<file path="config.mk">
export PLATFORM = sky130hd
export DESIGN_NAME = flash_lock_mgr
export DESIGN_NICKNAME = d
export VERILOG_FILES = /design/src/rtl/flk_pkg.sv /design/src/rtl/flk_addr_decode.sv /design/src/rtl/flk_block_cell.sv /design/src/rtl/flash_lock_mgr.sv
export SDC_FILE = /design/constraint.sdc
export NUM_CORES = 1
export LEC_CHECK = 0
export ABC_CLOCK_PERIOD_IN_PS = 5900
export BUFFER_PORTS_ARGS = -buffer_cell sky130_fd_sc_hd__buf_2
export CAP_MARGIN = 10
export CELL_PAD_IN_SITES_DETAIL_PLACEMENT = 1
export CELL_PAD_IN_SITES_GLOBAL_PLACEMENT = 2
export CORE_UTILIZATION = 35
export CTS_BUF_LIST = sky130_fd_sc_hd__clkbuf_4
export CTS_CLUSTER_DIAMETER = 30
export CTS_CLUSTER_SIZE = 8
export DETAILED_ROUTE_END_ITERATION = 8
export GPL_TIMING_DRIVEN = 1
export PLACE_DENSITY_LB_ADDON = 0.1
export SLEW_MARGIN = 20
export SYNTH_ARGS = -nofsm -noshare
export SYNTH_HDL_FRONTEND = slang
export SYNTH_HIERARCHICAL = 1
export SYNTH_SLANG_ARGS = --single-unit
</file>
<file path="constraint.sdc">
create_clock -name clk -period 5.9 [get_ports clk]
set_input_delay 0.59 -clock clk [delete_from_list [all_inputs] [get_ports clk]]
set_output_delay 0.59 -clock clk [all_outputs]
set_load 0.1 [all_outputs]
</file>
<file path="src/rtl/flk_pkg.sv">
package flk_pkg;
  typedef enum logic [1:0] {
    OP_NONE     = 2'b00,
    OP_UNLOCK   = 2'b01,
    OP_LOCK     = 2'b10,
    OP_LOCKDOWN = 2'b11
  } flk_op_e;

  localparam logic [1:0] ST_RESET = 2'b01;
endpackage

</file>
<file path="src/rtl/flk_addr_decode.sv">
module flk_addr_decode #(
  parameter int ADDR_W    = 21,
  parameter int MAIN_LSB  = 15,
  parameter int PARAM_LSB = 12,
  parameter int IDX_W     = 7
) (
  input  logic [ADDR_W-1:0] addr,
  output logic [IDX_W-1:0]  idx
);
  localparam int HI_W  = ADDR_W - MAIN_LSB;
  localparam int SUB_W = MAIN_LSB - PARAM_LSB;
  localparam int TOP_HI = (1 << HI_W) - 1;

  logic [HI_W-1:0]  hi;
  logic [SUB_W-1:0] sub;

  assign hi  = addr[ADDR_W-1:MAIN_LSB];
  assign sub = addr[MAIN_LSB-1:PARAM_LSB];

  // top main-sized region is split into small parameter blocks
  always_comb begin
    if (&hi) idx = IDX_W'(TOP_HI) + IDX_W'(sub);
    else     idx = IDX_W'(hi);
  end
endmodule

</file>
<file path="src/rtl/flk_block_cell.sv">
module flk_block_cell
  import flk_pkg::*;
(
  input  logic       clk,
  input  logic       rst,
  input  logic       sel,
  input  flk_op_e    op,
  input  logic       prot_n,
  output logic [1:0] state
);
  logic lk_q, ld_q;

  always_ff @(posedge clk) begin
    if (rst) begin
      ld_q <= ST_RESET[1];
      lk_q <= ST_RESET[0];
    end else if (sel) begin
      case (op)
        OP_LOCKDOWN: begin
          ld_q <= 1'b1;
          lk_q <= 1'b1;
        end
        OP_LOCK:   lk_q <= 1'b1;
        OP_UNLOCK: if (!ld_q || prot_n) lk_q <= 1'b0;
        default: ;
      endcase
    end
  end

  assign state = {ld_q, lk_q};

  assert_reset_locked_R1: assert property (@(posedge clk)
    rst |=> (state == 2'b01));

  assert_lock_sets_R3: assert property (@(posedge clk) disable iff (rst)
    (sel && op == OP_LOCK) |=> lk_q);

  assert_protected_stays_R5: assert property (@(posedge clk) disable iff (rst)
    (ld_q && lk_q && !prot_n) |=> lk_q);

  assert_lockdown_sticky_R6: assert property (@(posedge clk) disable iff (rst)
    ld_q |=> ld_q);
endmodule

</file>
<file path="src/rtl/flash_lock_mgr.sv">
module flash_lock_mgr
  import flk_pkg::*;
#(
  parameter int ADDR_W    = 21,
  parameter int MAIN_LSB  = 15,
  parameter int PARAM_LSB = 12
) (
  input  logic              clk,
  input  logic              rst,
  input  logic              cmd_lock,
  input  logic              cmd_unlock,
  input  logic              cmd_lockdown,
  input  logic [ADDR_W-1:0] cmd_addr,
  input  logic              prot_n,
  input  logic              supply_lockout,
  input  logic [ADDR_W-1:0] query_addr,
  output logic              query_ok,
  input  logic [ADDR_W-1:0] status_addr,
  output logic [1:0]        status_state
);
  localparam int N_MAIN   = (1 << (ADDR_W - MAIN_LSB)) - 1;
  localparam int N_PARAM  = 1 << (MAIN_LSB - PARAM_LSB);
  localparam int N_BLOCKS = N_MAIN + N_PARAM;
  localparam int IDX_W    = $clog2(N_BLOCKS);

  logic [IDX_W-1:0] cmd_idx, q_idx, s_idx;
  flk_op_e          op;
  logic [1:0]       st [N_BLOCKS];
  logic [1:0]       q_st;

  flk_addr_decode #(.ADDR_W(ADDR_W), .MAIN_LSB(MAIN_LSB), .PARAM_LSB(PARAM_LSB), .IDX_W(IDX_W))
    u_dec_cmd (.addr(cmd_addr), .idx(cmd_idx));
  flk_addr_decode #(.ADDR_W(ADDR_W), .MAIN_LSB(MAIN_LSB), .PARAM_LSB(PARAM_LSB), .IDX_W(IDX_W))
    u_dec_qry (.addr(query_addr), .idx(q_idx));
  flk_addr_decode #(.ADDR_W(ADDR_W), .MAIN_LSB(MAIN_LSB), .PARAM_LSB(PARAM_LSB), .IDX_W(IDX_W))
    u_dec_sts (.addr(status_addr), .idx(s_idx));

  // strobe priority: lock-down, then lock, then unlock
  always_comb begin
    if (cmd_lockdown)    op = OP_LOCKDOWN;
    else if (cmd_lock)   op = OP_LOCK;
    else if (cmd_unlock) op = OP_UNLOCK;
    else                 op = OP_NONE;
  end

  for (genvar b = 0; b < N_BLOCKS; b++) begin : g_blk
    flk_block_cell u_cell (
      .clk   (clk),
      .rst   (rst),
      .sel   (cmd_idx == IDX_W'(b)),
      .op    (op),
      .prot_n(prot_n),
      .state (st[b])
    );
  end

  assign q_st     = st[q_idx];
  assign query_ok = !supply_lockout && !q_st[0] && !(q_st[1] && !prot_n);

  always_ff @(posedge clk) begin
    if (rst) status_state <= ST_RESET;
    else     status_state <= st[s_idx];
  end

  assert_lockout_blocks_R8: assert property (@(posedge clk) disable iff (rst)
    query_ok |-> !supply_lockout);

  assert_reset_status_R1: assert property (@(posedge clk)
    rst |=> (status_state == 2'b01));
endmodule

</file>
# After elaboration in Yosys (flattened, before gate mapping)
# Cells that the tools add are included.
[word_totals]
reg_bits = 144
in_bits = 70
output_inout_bits = 3
word_cells = 745
[op_classes]
addsub = 3
magnitude_cmp = 2
eq_ne = 144
mux = 154
bitwise = 2
reduce_logical = 297
[op_table]
columns = ["operator", "n"]
rows = [
  ["$eq 7x6->1 const B", 32],
  ["$reduce_and 3->1", 71],
  ["$ne 2x1->1 const B", 71],
  ["$pmux 1 s2", 71],
  ["$reduce_and 2->1", 71],
  ["$eq 7x5->1 const B", 16],
  ["$logic_not 1->1", 75],
  ["$mux 1", 72],
  ["$logic_or 1x1->1", 71],
  ["$eq 7x4->1 const B", 8],
  ["$eq 7x7->1 const B", 7],
  ["$bmux 2 s7", 2],
  ["$eq 7x3->1 const B", 4],
  ["$add 6x3->7 const A", 3],
  ["$mux 7", 3],
  ["$reduce_and 6->1", 3],
  ["$ge 8x8->1 const B", 2],
  ["$not 7->8", 2],
  ["$eq 7x2->1 const B", 2],
  ["$mux 2", 6],
  ["$eq 7x1->1 const B", 1],
  ["$logic_not 7->1", 1],
  ["$eq 2x2->1 const B", 2],
  ["$logic_and 1x1->1", 3],
  ["other kinds (3)", 3],
]

# Logic depth before layout (Yosys ltp)
[logic_depth]
ltp_word = 9
depth_mapped = 12
ltp_nobuf = 10

# By module
# The synthesis kept the hierarchy.
[by_module_without_submodules]
columns = ["mod", "instances", "cells_each", "area_per_inst_um2", "seq_area_each_um2"]
rows = [
  ["flk_block_cell", 71, 9, 86.3, 40.0],
  ["flash_lock_mgr", 1, 296, 2882.8, 40.0],
  ["flk_addr_decode", 3, 17, 128.9, 0.0],
]

# Worst setup path before layout
# OpenSTA, ideal clock, no wires.
[synth_timing]
path_type = "input to output"
startpoint = "in query_addr[12]"
endpoint = "out query_ok"
arrival_ns = 4.170
t_required_ns = 5.310
path_slack_ns = 1.140
stages = 11
n_path_buf = 2
path_cell_list = "inv_1 ha_1 ha_1 a21boi_0 clkbuf_1 buf_1 mux2i_1 o21ai_0 o22ai_1 nand3b_1 a21oi_1"
[synth_between]
elab_chain_cells = 9
elab_cells_between_ends = 11
classes_between = "add/sub: 1; mux: 4; bitwise: 1; reduce/logical: 5"
[synth_lines]
columns = ["element", "line_no", "source"]
rows = [
  ["start: declaration", "flash_lock_mgr.sv:16", "input logic [ADDR_W-1:0] query_addr,"],
  ["$add 6x3->7 *", "flk_addr_decode.sv:22", "if (&hi) idx = IDX_W'(TOP_HI) + IDX_W'(sub);"],
  ["$mux 7 *", "flk_addr_decode.sv:22", ""],
  ["via q_idx[2]", "flash_lock_mgr.sv:26", "logic [IDX_W-1:0] cmd_idx, q_idx, s_idx;"],
  ["$not 7->8 (not written as such) *", "flash_lock_mgr.sv:57", "assign q_st = st[q_idx];"],
  ["$bmux 2 s7 *", "flash_lock_mgr.sv:57", ""],
  ["$mux 2 (not written as such) * (2 in series)", "flash_lock_mgr.sv:57", ""],
  ["$logic_not 1->1 / $logic_and 1x1->1 (equally long branches)", "flash_lock_mgr.sv:58", "assign query_ok = !supply_lockout && !q_st[0] && !(q_st[1] && !prot_n);"],
  ["$logic_and 1x1->1 / $logic_not 1->1 (equally long branches)", "flash_lock_mgr.sv:58", ""],
  ["$logic_and 1x1->1 *", "flash_lock_mgr.sv:58", ""],
  ["end: declaration", "flash_lock_mgr.sv:17", "output logic query_ok,"],
]
# Mark *: on every way through the listed nets, which the timed path passes. The rest lies on a longest branch. The select of a mux whose other input is x is not followed.

# Final worst setup path
[layout_timing]
startpoint = "in query_addr[20]"
endpoint = "out query_ok"
[layout_between]
elab_chain_cells = 9
elab_cells_between_ends = 11
classes_between = "mux: 4; bitwise: 1; reduce/logical: 6"
[layout_lines]
columns = ["element", "line_no"]
rows = [
  ["$reduce_and 6->1 *", "flk_addr_decode.sv:22"],
  ["$mux 7 *", "flk_addr_decode.sv:22"],
  ["via q_idx[0]", "flash_lock_mgr.sv:26"],
  ["$not 7->8 (not written as such) *", "flash_lock_mgr.sv:57"],
  ["$bmux 2 s7 *", "flash_lock_mgr.sv:57"],
  ["$mux 2 (not written as such) * (2 in series)", "flash_lock_mgr.sv:57"],
  ["$logic_not 1->1 / $logic_and 1x1->1 (equally long branches)", "flash_lock_mgr.sv:58"],
  ["$logic_and 1x1->1 / $logic_not 1->1 (equally long branches)", "flash_lock_mgr.sv:58"],
  ["$logic_and 1x1->1 *", "flash_lock_mgr.sv:58"],
]
# Marks and branches as above.

==> impl_metrics.json <==
{
  "globalRouteMet1Util_pct": 30.2,
  "finClkSkew_ns": 0.0194,
  "hp-class": "register to register",
  "drc": 3,
  "areaGrowthSynthToFinish_pct": -0.666,
  "critPathRequiredTime_ns": 5.31,
  "busiest_layer": "met2",
  "syn_nets": 1062,
  "p_clk_share_pct": 37.9,
  "synth_ff_type": "dfxtp_1",
  "endpoint_kind": "output pin",
  "route.antenna.remaining_nets": 0,
  "drv_cap": 0,
  "synth-simple-area-share_pct": 11.8,
  "wirelength_mm": 30.7,
  "drive_gt1_share_pct": 20.5,
  "vias": 7445,
  "cp_max_fo": 15,
  "synth_top_family_by_area": "multiplexers",
  "critPathLaunch": "query_addr[20]",
  "finalSetupViolCount": 0,
  "portBuffers": 36,
  "synth_fa_ha_area_share_pct": 0.799,
  "core_sq_um": 26200,
  "violations": "DRC",
  "ios": 73,
  "critPathKind": "input pin to output pin",
  "grt_max_degree": 94,
  "hold_buffers": 0,
  "async_flop_share_pct": 0,
  "grt_pass1_vias": 7971,
  "period_minus_slack_ns": 4.66,
  "p_seq_share_pct": 49.1,
  "final_cell_mix": "dfxtp_1 (144), nor2_1 (87), inv_1 (86), nand3_1 (83), mux4_2 (75)",
  "leakage_uw": 0.00283,
  "die_h_um": 166,
  "hold_viol": 0,
  "reg2reg_from": "g_blk[59].u_cell/lk_q",
  "ys_seq_area_share_pct": 30.7,
  "clk_path_buf_depth": 2,
  "fin_tns_setup_ns": 0,
  "final.setup.worst_slack_ns": 1.24,
  "layout_commonest_cell": "dfxtp_1",
  "post_drt_wl_per_cell_um": 24.9,
  "cellPowerDensity_nw_per_um2": 215,
  "cts_root_buf": "clkbuf_4",
  "post_cts_resized": 0,
  "numCtsBuffers": 17,
  "holdCritStartpoint": "g_blk[36].u_cell/ld_q",
  "intPower_uw": 1400,
  "overflow": 0,
  "synth.area.mux_share_pct": 20.8,
  "fin_crit_sh_pct": 78.9,
  "grt_pass1_wl_mm": 47.9,
  "cts_tree": "yes",
  "drv_slew": 0,
  "start_kind": "input pin",
  "slew_headroom_pct": 31.4,
  "status": "finished, violations left",
  "max_freq_mhz": 215,
  "rows": 59,
  "irDropWorstVdd_mv": 0.113,
  "avgSynthCellArea_sq_um": 9.53,
  "clk_latency_ns": 0.58,
  "ys_seq_elements": 144,
  "synthCells": 986,
  "initial_utilization_pct": 35.9,
  "grt_use_met2_pct": 38.2,
  "die-area_sq_um": 27500,
  "synth-compound-area-share_pct": 19.6,
  "use_met3_pct": 3.34,
  "synth_warnings": 6,
  "comb_power_share_pct": 13.0,
  "utilization_pct": 35.6,
  "worst_pin_slew_ns": 1.03,
  "syn-cell-area_sq_um": 9400,
  "place_ws_ns": 1.21,
  "synth-xor-area-share_pct": 0,
  "synth_edf_count": 0,
  "path_clk_slew_ns": 0.13,
  "drt_iter0_drc": 510,
  "antenna_found_initial": 1,
  "globalRouteTotalUtil_pct": 22.8,
  "routabilityCongestion": 0.794,
  "ys_types": 44,
  "post-cts-setup-buffers": 0,
  "cts_max_level": 4,
  "clock-sinks": 144,
  "sw_frac_of_total_pct": 30.4,
  "p_switching_uw": 611,
  "detail_route.vias_per_cell": 6.03,
  "firstDrtPassIters": 7,
  "fp.dieW_um": 166,
  "rsz0062_at_grt": "false",
  "critical_path_arrival_ns": 4.07,
  "fin_nets": 960,
  "dp.final_hpwl_mm": 20.7
}
-- final timing paths --
path / to / slack (ns) / cells past startpoint
worst min-delay path: g_blk[36].u_cell/ld_q / 0.51 / 2
worst min register to register: g_blk[36].u_cell/ld_q / 0.51 / 2
worst max-delay path: query_ok / 1.24 / 12
worst max register to register: status_state[0] / 3.83 / 5
-- state kept, by name, indices dropped and copies added (netlist names) --
name	count
g_blk.u_cell/ld_q	71
g_blk.u_cell/lk_q	71
status_state	2
-- per-layer routing --
layer | vias up | wire (um)
li1 | 3401 | -
met1 | 3870 | 14100
met2 | 138 | 15100
met3 | 36 | 897
met4 | 0 | 600
met5 | - | 0
-- cell usage after synthesis (all sizes together) (2+ instances only) --
cell       n  area (sq um)
a21boi    10          75.1
a21oi     74           370
a221o     71           711
a22oi      2          15.0
a31oi      2          12.5
buf      156          1150
clkbuf    15          56.3
dfxtp    144          2880
ha         6          75.1
inv       86           323
mux2      10           113
mux2i     15           150
mux4      75          1690
nand2     24          97.6
nand3     83           415
nand3b     5          37.5
nand4      2          12.5
nor2      87           327
nor2b     10          62.6
nor3       7          68.8
nor4       5          31.3
o2111ai    3          26.3
o211ai    73           548
o21ai      5          25.0
o22ai      2          12.5
or2        2          12.5
-- worst max-delay path: stages --
cell	delay [ns]
buf_2	0.13
nand2_1	0.14
nor3_4	0.10
a21boi_4	0.63
buf_4	0.45
mux4_2	0.60
a22oi_1	0.27
nand3_1	0.14
nor3b_1	0.20
o22ai_1	0.12
a21oi_1	0.21
buf_2	0.47
-- power groups by stage --
stage               Combinational [uW]  Sequential [uW]  Clock, uW
global route                       282              989        820
finish                             262              987        761
CTS                                262              988        782
detailed placement                 261             1010          0
floorplan                          155             1010          0
global placement                   253             1010          0
-- per-stage QoR --
step / instances / power [uW] / area, sq um / hold WS, ns
3_5_place_dp: 1199 / 1270 / 8970 / 0.485
5_1_grt: 1234 / 2090 / 9340 / 0.524
4_1_cts: 1231 / 2030 / 9300 / 0.506
6_report: 1234 / 2010 / 9340 / 0.506
2_1_floorplan: 986 / 1160 / 9400 / 0.440
3_3_place_gp: 1199 / 1260 / 8960 / 0.462
-- area by class of cell --
class	count	area (sq um)
tap	335	419
inverter	86	323
sequential	144	2880
clock inverter	15	206
clock buffer	17	128
fill	2963	16900
antenna	2	5.00
multi-input combinational	585	5050
timing repair buffer	50	320
-- kinds of logic after synthesis --
logic type      Yosys count
mux                     100
simple gates            231
buf+inv                 257
fa+ha+maj                 6
flops                   144
compound gates          248
Note: power is estimated with default switching activity, not from simulation.
